==> config.mk <==
export PLATFORM = sky130hd
export DESIGN_NAME = cap3_unit
export DESIGN_NICKNAME = d
export VERILOG_FILES = /design/src/rtl/cap_pkg.sv /design/src/rtl/cap_front.sv /design/src/rtl/cap_chan.sv /design/src/rtl/cap3_unit.sv
export SDC_FILE = /design/constraint.sdc
export NUM_CORES = 1
export LEC_CHECK = 0
export ABC_AREA = 1
export CORE_MARGIN = 3
export CORE_UTILIZATION = 35
export CTS_CLUSTER_SIZE = 30
export DETAILED_ROUTE_END_ITERATION = 8
export DONT_BUFFER_PORTS = 1
export HOLD_SLACK_MARGIN = 0.03
export PLACE_DENSITY = 0.58
export SYNTH_ARGS = -nofsm -noshare
export SYNTH_HDL_FRONTEND = slang
export SYNTH_SLANG_ARGS = --single-unit
==> constraint.sdc <==
create_clock -name clk -period 2 [get_ports clk]
set_clock_uncertainty 0.1 [all_clocks]
set_input_delay 0.3 -clock clk [delete_from_list [all_inputs] [get_ports clk]]
set_output_delay 0.3 -clock clk [all_outputs]
set_load 0.05 [all_outputs]
==> src/rtl/cap_pkg.sv <==
package cap_pkg;
  typedef enum logic [1:0] {
    EDG_FALL = 2'b00,
    EDG_RISE = 2'b01,
    EDG_BOTH = 2'b10,
    EDG_OFF  = 2'b11
  } edge_mode_t;
endpackage

==> src/rtl/cap_front.sv <==
// Pin selection, two-flop synchronizer and optional stability filter.
module cap_front #(
  parameter int NPINS  = 9,
  parameter int SELW   = 4,
  parameter int STABLE = 4
) (
  input  logic             clk,
  input  logic             rst_n,
  input  logic [NPINS-1:0] pins,
  input  logic [SELW-1:0]  sel,
  input  logic             filt_en,
  output logic             lvl
);
  localparam int CW = (STABLE > 1) ? $clog2(STABLE) : 1;

  logic          picked;
  logic [1:0]    sync_q;
  logic          filt_q;
  logic [CW-1:0] cnt_q;

  always_comb begin
    picked = 1'b0;
    for (int i = 0; i < NPINS; i++) begin
      if (sel == SELW'(i)) picked = pins[i];
    end
  end

  always_ff @(posedge clk or negedge rst_n) begin
    if (!rst_n) sync_q <= '0;
    else        sync_q <= {sync_q[0], picked};
  end

  // Filtered level moves only after the synchronized input has
  // differed from it for STABLE consecutive cycles.
  always_ff @(posedge clk or negedge rst_n) begin
    if (!rst_n) begin
      filt_q <= 1'b0;
      cnt_q  <= '0;
    end else if (!filt_en || sync_q[1] == filt_q) begin
      filt_q <= sync_q[1];
      cnt_q  <= '0;
    end else if (cnt_q == CW'(STABLE - 1)) begin
      filt_q <= sync_q[1];
      cnt_q  <= '0;
    end else begin
      cnt_q  <= cnt_q + 1'b1;
    end
  end

  assign lvl = filt_q;
endmodule

==> src/rtl/cap_chan.sv <==
// Edge qualification, capture register, sticky flag and event pulse.
module cap_chan
  import cap_pkg::*;
#(
  parameter int TW = 16
) (
  input  logic          clk,
  input  logic          rst_n,
  input  logic          lvl,
  input  logic          en,
  input  logic [1:0]    mode,
  input  logic [TW-1:0] timer,
  input  logic          clr,
  output logic [TW-1:0] cap,
  output logic          flag,
  output logic          evt
);
  logic prev_q;
  logic rise, fall, hit;

  assign rise = lvl & ~prev_q;
  assign fall = ~lvl & prev_q;

  always_comb begin
    case (edge_mode_t'(mode))
      EDG_FALL: hit = fall;
      EDG_RISE: hit = rise;
      EDG_BOTH: hit = rise | fall;
      default:  hit = 1'b0;
    endcase
    hit = hit & en;
  end

  always_ff @(posedge clk or negedge rst_n) begin
    if (!rst_n) begin
      prev_q <= 1'b0;
      cap    <= '0;
      flag   <= 1'b0;
      evt    <= 1'b0;
    end else begin
      prev_q <= lvl;
      evt    <= hit;
      if (hit) cap <= timer;
      flag   <= (flag & ~clr) | hit;
    end
  end
endmodule

==> src/rtl/cap3_unit.sv <==
module cap3_unit #(
  parameter int NCH    = 3,
  parameter int NPINS  = 9,
  parameter int SELW   = 4,
  parameter int TW     = 16,
  parameter int STABLE = 4
) (
  input  logic              clk,
  input  logic              rst_n,
  input  logic [NPINS-1:0]  pins_i,
  input  logic [NCH-1:0]    ch_en_i,
  input  logic [NCH*SELW-1:0] pin_sel_i,
  input  logic [NCH*2-1:0]  edge_mode_i,
  input  logic [NCH-1:0]    filt_en_i,
  input  logic [TW-1:0]     timer_i,
  input  logic [NCH-1:0]    flag_clr_i,
  input  logic              irq_en_i,
  input  logic              glb_en_i,
  output logic [NCH*TW-1:0] cap_o,
  output logic [NCH-1:0]    flag_o,
  output logic              irq_o,
  output logic [NCH-1:0]    evt_o
);
  for (genvar c = 0; c < NCH; c++) begin : g_ch
    logic lvl;

    cap_front #(.NPINS(NPINS), .SELW(SELW), .STABLE(STABLE)) front_i (
      .clk     (clk),
      .rst_n   (rst_n),
      .pins    (pins_i),
      .sel     (pin_sel_i[c*SELW +: SELW]),
      .filt_en (filt_en_i[c]),
      .lvl     (lvl)
    );

    cap_chan #(.TW(TW)) chan_i (
      .clk   (clk),
      .rst_n (rst_n),
      .lvl   (lvl),
      .en    (ch_en_i[c]),
      .mode  (edge_mode_i[c*2 +: 2]),
      .timer (timer_i),
      .clr   (flag_clr_i[c]),
      .cap   (cap_o[c*TW +: TW]),
      .flag  (flag_o[c]),
      .evt   (evt_o[c])
    );
  end

  assign irq_o = (|flag_o) & irq_en_i & glb_en_i;
endmodule

==> metrics.md, run 1 <==
| Metric | Value |
|---|---|
| Clk_lat worst skew | 0.33 ns |
| Static Leak | 1.889 nW |
| Clock-pin slew on the worst setup and hold paths | 0.08 ns |
| Cell Area, Placed | 3297 um2 |
| Worst path cell trace | ha_1 > nand2_1 > nand2_1 > o21ai_2 > nand2_4 > nand2_1 > o21ai_2 |
| Synth Net Count | 416 |
| Post-synthesis sequential area ratio | 0.5571 |
| Fin. Hold Viols | 72 |
| Die footprint | 10430 um2 |
| Final setup violation count | 0 |
| Tightest Hold Check Type | in -> async |
| Initial Util | 0.3655 |
| Number of synthesized register bits | 72 |
| TNS Setup | 0 ns |
| Root buf cell | clkbuf_8 |
| Synth Flop Type | dfrtp_1 |
| Startpoint Class | flip-flop |
| Area of the multi-input gates | 1084 um2 |
| Bufs on Longest Clock Path | 2 |
| Violated checks | hold timing |
| P_int | 2.690 mW |
| Layout cell share with drive strength beyond 1 | 0.1267 |
| Initial antenna violation count | 0 |
| VDD IR-drop max | 0.4409 mV |
| CTS resizes | 0 |
| Req. time, crit path | 2.12 ns |
| Vias | 2224 |
| P per Cell Area | 1412 nW/um2 |
| Largest stage delay on the critical path | 0.42 ns |
| Wirelength per Cell | 13.76 um |
| R2r worst-path depth | 7 |
| Sw Share | 0.4742 |
| Final WL | 6.591 mm |
| Post-route worst setup slack | 0.3012 ns |
| Final nets | 431 |
| Placer congestion estimate | 0.7400 |
| Setup CP Type | reg -> reg |
| Distinct cell type count after synthesis | 18 |
| Vias per std cell | 4.643 |
| Gate power share | 0.132 |
| Post-layout min period | 1.699 ns |
| Worst path slowest cell | dfrtp_1 |
| Tot Pwr | 5.116 mW |
| Hold_ws | -0.4584 ns |
| Clock sink count | 72 |
| Delay-heaviest family, CP | simple AND/OR/NAND/NOR gates |
| Overflow after GRT | 0 |
| All-Layer GR Usage | 0.1324 |
| H-tree depth | 3 |
| Postcts setup bufs | 0 |
| FP Rows | 34 |
| Syn avg cell area | 9.215 um2 |
| Worst endpoint data arrival time | 1.82 ns |
| TritonCTS clock tree | done |
| 1st-pass router iterations | 4 |
| Core area | 8848 um2 |
| Drt drc | 0 |
| Count of filler cells inserted in the layout | 903 |
| CP Depth | 7 |
| Relative slew slack | 0.6555 |
| Die Height | 102.1 um |
| Cell taking the most area after synthesis | dfrtp_1 |
| Largest net degree at the start of global routing | 73 |
| Reg area | 1802 um2 |
| N_diodes | 0 |
| Most frequent cells in the layout | nand2_1, dfrtp_1, inv_1, o21ai_1, nand3_1 |
| First-pass GRT wire length | 10.61 mm |
| IO Pins | 111 |
| Max Freq | 588.6 MHz |
| Top cell by count, worst path | nand2_1 |
| Worst Tran Pin Value | 0.5168 ns |
| Final Max Slew Viols | 0 |
| Die X | 102.1 um |
| CTS Buf Count | 9 |
| Synth area leaders | dfrtp_1, nand2_1, inv_1 |
| Vias in the first global route | 2226 |
| Outcome | finished with violations |
| Final instance area | 3623 um2 |
| Mapped Area | 3234 um2 |
| Place WS | 0.2903 ns |
| Top cell type's share of synthesized area | 0.5571 |
| Final Cycle Share | 0.8494 |
| Flop pwr share | 0.646 |
| Post-cts hold buffer count | 12 |
| Commonest non-fill, non-tap cell in the layout | nand2_1 |
| Gate Count Post-Synth | 351 |
| Buffers on Ports | 0 |
| Synth warnings | 0 |
| Routed Antenna Nets | 0 |
| CP endpoint kind | flip-flop |
| Max Fanout on Critical Path | 34 |
| P&R area growth vs syn | 12.03% |
| Number of synthesized flops with an enable pin | 0 |
| DP Wirelength | 4.685 mm |
| Iteration-0 DRC Markers | 87 |
| RSZ-0062 raised after global routing | false |
| Async S/R FF share, synth | 1.000 |
| Sw Pwr | 2.426 mW |
| Max Cap Viol | 0 |
| Clk pwr share | 0.222 |
| Worst Path Buf+Inv | 0 |
## metal layers
metal  routed length [um]  GRT usage  vias to the layer above
li1                     -          -                     1133
met3                  529    0.05119                        4
met2                 3300     0.2144                       72
met5                    0          0                        -
met4                   39    0.04844                        0
met1                 2721     0.1607                     1015
## synth_stat cells (2+ instances only)
cell type	number
nand2_1	94
dfrtp_1	72
inv_1	55
o21ai_1	28
nand3_1	24
o21ai_2	23
nor2_1	13
ha_1	9
buf_6	8
buf_4	7
o21ai_0	6
nor3_1	4
nand2_2	2
nand3b_1	2
## cell families after synthesis
kind of cell	Yosys count	synth area share
simple gates	142	0.1834
flops	72	0.5571
buf+inv	70	0.1079
compound gates	58	0.1168
fa+ha+maj	9	0.03482
## registers in the layout (all words and copies together), names as in the netlist
name	flops
g_ch.front_i.sync_q	6
g_ch.chan_i.cap	48
g_ch.chan_i.evt	3
g_ch.chan_i.prev_q	3
g_ch.front_i.lvl	3
g_ch.chan_i.flag	3
g_ch.front_i.cnt_q	6
## power by group through the flow
stage	logic (mW)	clock network [mW]	registers, mW
global placement	0.642	0	3.35
global route	0.801	1.25	3.37
CTS	0.691	1.18	3.32
detailed placement	0.670	0	3.35
finish	0.678	1.13	3.30
floorplan	0.622	0	3.22
## metrics by stage
step | std cells | hold WS (ns) | utilization
2_1_floorplan | 351 | -0.09559 | -
3_3_place_gp | 450 | -0.09390 | 0.3726
3_5_place_dp | 450 | -0.09438 | 0.3726
4_1_cts | 478 | -0.4747 | 0.4084
5_1_grt | 479 | -0.4922 | 0.4095
6_report | 479 | -0.4584 | 0.4095
## final timing paths
check | startpoint | slack [ns] | endpoint
worst max-delay path | g_ch[1].front_i.lvl | 0.30 | g_ch[1].chan_i.cap[2]
worst min-delay path | rst_n | -0.46 | g_ch[2].chan_i.cap[11]
worst max register to register | g_ch[1].front_i.lvl | 0.30 | g_ch[1].chan_i.cap[2]
worst min register to register | g_ch[2].front_i.sync_q[0] | 0.25 | g_ch[2].front_i.sync_q[1]
max in group asynchronous | rst_n | 2.15 | g_ch[0].front_i.sync_q[0]
min in group clk | timer_i[12] | 0.05 | g_ch[1].chan_i.cap[12]
## layout make-up
type	instances	area share
clock inverter	6	0.01899
multi-input combinational	209	0.2990
clock buffer	10	0.03522
timing repair buffer	19	0.05525
inverter	55	0.05698
tap	108	0.03729
sequential	72	0.4972
No activity file was read; power rests on OpenSTA's default activity.
==> run 2, diff against run 1 <==
Clock period 2 ns to 1.75 ns, I/O delays scaled along.
==> run 2 against run 1 <==
  * The run still ends with hold timing left
  * Combinational power is 22% higher
  * Critical path depth unchanged
  * Critical endpoint is now g_ch[1].chan_i.cap[3]
  * Worst hold slack worse by 0.039 ns
  * Via count is 4.1% higher
==> metrics.md, run 2 (same netlist as run 1, synthesis figures left out) <==
| Metric | Value |
|---|---|
| Outcome | finished with violations |
| Violated checks | hold timing |
| Vias | 2315 (+4.1%) |
| Relative slew slack | 0.6560 (about the same) |
| Clock-pin slew on the worst setup and hold paths | 0.08 ns (about the same) |
| Initial antenna violation count | 0 (unchanged) |
| Max Cap Viol | 0 (unchanged) |
| Bufs on Longest Clock Path | 2 (unchanged) |
| H-tree depth | 3 (unchanged) |
| Post-Place Cells | 450 (unchanged) |
| Buffers on Ports | 0 (unchanged) |
| N_diodes | 0 (unchanged) |
| Layout cell share with drive strength beyond 1 | 0.1263 (-0.0003960) |
| Max reg flops | 48 (unchanged) |
| IO Pins | 111 (unchanged) |
| Register with the most flip-flops | g_ch.chan_i.cap |
| Static Leak | 1.974 nW (+4.5%) |
| Worst path cell trace | ha_1 > nand2_1 > nand2_1 > o21ai_4 > nand2_8 > nand2_1 > o21ai_2 |
| VDD IR-drop max | 0.5257 mV (+19%) |
| Hold_ws | -0.4969 ns (-0.03852 ns) |
| Largest net degree at the start of global routing | 73 (unchanged) |
| Post-route worst setup slack | 0.08967 ns (-0.2115 ns) |
| Finished Layout Cells | 496 (+3.5%) |
| Max Freq | 602.3 MHz (+2.3%) |
| FP Rows | 34 (unchanged) |
| Clock sink count | 72 (unchanged) |
| Tightest Hold Check Type | in -> async |
| Final Max Slew Viols | 0 (unchanged) |
| Vias in the first global route | 2246 (+0.90%) |
| Clk_lat worst skew | 0.34 ns (about the same) |
| Req. time, crit path | 1.89 ns (-0.23 ns) |
| Core area | 8848 um2 (unchanged) |
| TNS Setup | 0 ns (unchanged) |
| Critical path startpoint | g_ch[1].front_i.lvl |
| P&R area growth vs syn | 19.54% |
| Final Util | 0.4369 (+0.02743) |
| DP Wirelength | 4.735 mm (+1.1%) |
| P per Cell Area | 1602 nW/um2 (+13%) |
| Most frequent cells in the layout | nand2_1, dfrtp_1, inv_1, dlygate4sd3_1, o21ai_1 |
| Die Height | 102.1 um (unchanged) |
| Wirelength per Cell | 14.01 um (+1.8%) |
| Reg-to-reg startpoint | g_ch[1].front_i.lvl |
| Final setup violation count | 0 (unchanged) |
| CP endpoint kind | flip-flop |
| RSZ-0062 raised after global routing | true |
| CTS Buf Count | 9 (unchanged) |
| Largest stage delay on the critical path | 0.42 ns (about the same) |
| Die footprint | 10430 um2 (unchanged) |
| Fin. Hold Viols | 72 (unchanged) |
| Routed Antenna Nets | 0 (unchanged) |
| Startpoint Class | flip-flop |
| Vias per std cell | 4.667 (+0.52%) |
| Final nets | 448 (+3.9%) |
| Initial Util | 0.3655 (unchanged) |
| Die X | 102.1 um (unchanged) |
| All-Layer GR Usage | 0.1340 (+0.001595) |
| Top cell by count, worst path | nand2_1 |
| Root buf cell | clkbuf_8 |
| TritonCTS clock tree | done |
| Max Fanout on Critical Path | 17 (-50%) |
| Post-layout min period | 1.660 ns (-0.03851 ns) |
| Overflow after GRT | 0 (unchanged) |
| Setup CP Type | reg -> reg |
| Iteration-0 DRC Markers | 73 (-16%) |
| Drt drc | 0 (unchanged) |
| Final WL | 6.949 mm (+5.4%) |
| Place WS | 0.06647 ns (-0.2239 ns) |
| R2r worst-path depth | 7 (unchanged) |
| Final Cycle Share | 0.9488 (+0.09934) |
| Top Registers | g_ch.chan_i.cap x48, g_ch.front_i.cnt_q x6, g_ch.front_i.sync_q x6 |
| Commonest non-fill, non-tap cell in the layout | nand2_1 |
| First-pass GRT wire length | 10.81 mm (+1.9%) |
| Worst endpoint data arrival time | 1.80 ns (-0.02 ns) |
| Postcts setup bufs | 0 (unchanged) |
| Worst Tran Pin Value | 0.5160 ns (-0.0008147 ns) |
| Placer congestion estimate | 0.7399 (about the same) |
| 1st-pass router iterations | 3 (-1) |
| Worst path slowest cell | dfrtp_1 |
==> run 2: cell count changes in the layout (fill, tap and decap cells not counted), moves of 2 or more <==
cell,change
bufinv_16,+2
dlygate4sd3_1,+16
nand2_8,+2
clkinv_4,-2
==> run 2: layer usage <==
metal / up-vias / routed length, um / global-route usage
met1: 1077 / 2759 / 0.1612
li1: 1165 / - / -
met3: 8 / 569 / 0.06621
met5: - / 0 / 0
met2: 65 / 3533 / 0.2144
met4: 0 / 87 / 0.03633
==> run 2: final cells by class <==
type                       instances  area, um2
clock buffer                       9      123.9
clock inverter                     7      118.9
fill                             854       4982
inverter                          55      206.4
multi-input combinational        210       1120
sequential                        72       1802
tap                              108      135.1
timing repair buffer              35      360.3
==> run 2: power by group <==
part	internal, mW	switching [mW]	total [mW]
clock network	0.949	0.634	1.58
logic	0.364	0.464	0.829
registers	2.07	1.71	3.78
==> run 2: path summary, 6_finish.rpt <==
check / endpoint / slack, ns
setup / recovery: g_ch[1].chan_i.cap[3] / 0.09
hold / removal: g_ch[0].chan_i.cap[12] / -0.50
setup reg to reg: g_ch[1].chan_i.cap[3] / 0.09
hold reg to reg: g_ch[2].front_i.sync_q[1] / 0.26
max in group asynchronous: g_ch[1].front_i.lvl / 1.92
min in group clk: g_ch[1].chan_i.cap[14] / 0.04
==> run 2: through the flow <==
stage | power, mW | area (um2)
2_1_floorplan | 4.389 | 3234
3_3_place_gp | 4.564 | 3297
3_5_place_dp | 4.597 | 3297
4_1_cts | 6.239 | 3820
5_1_grt | 6.520 | 3866
6_report | 6.193 | 3866
==> run 2: repair_timing <==
action                                  CTS  global route
hold buffers                             28             1
endpoints found under the setup margin    0            17
gates resized for setup                   0             3
hold endpoints to repair                116            73
==> run 2: worst max-delay path, delay by kind of cell (launching register included) <==
family	cells	cell delay, ns
adder cells (fa/ha/maj)	1	0.29
flip-flops	1	0.42
AO/OA/AOI/OAI	2	0.35
AND/OR/NAND/NOR	4	0.41
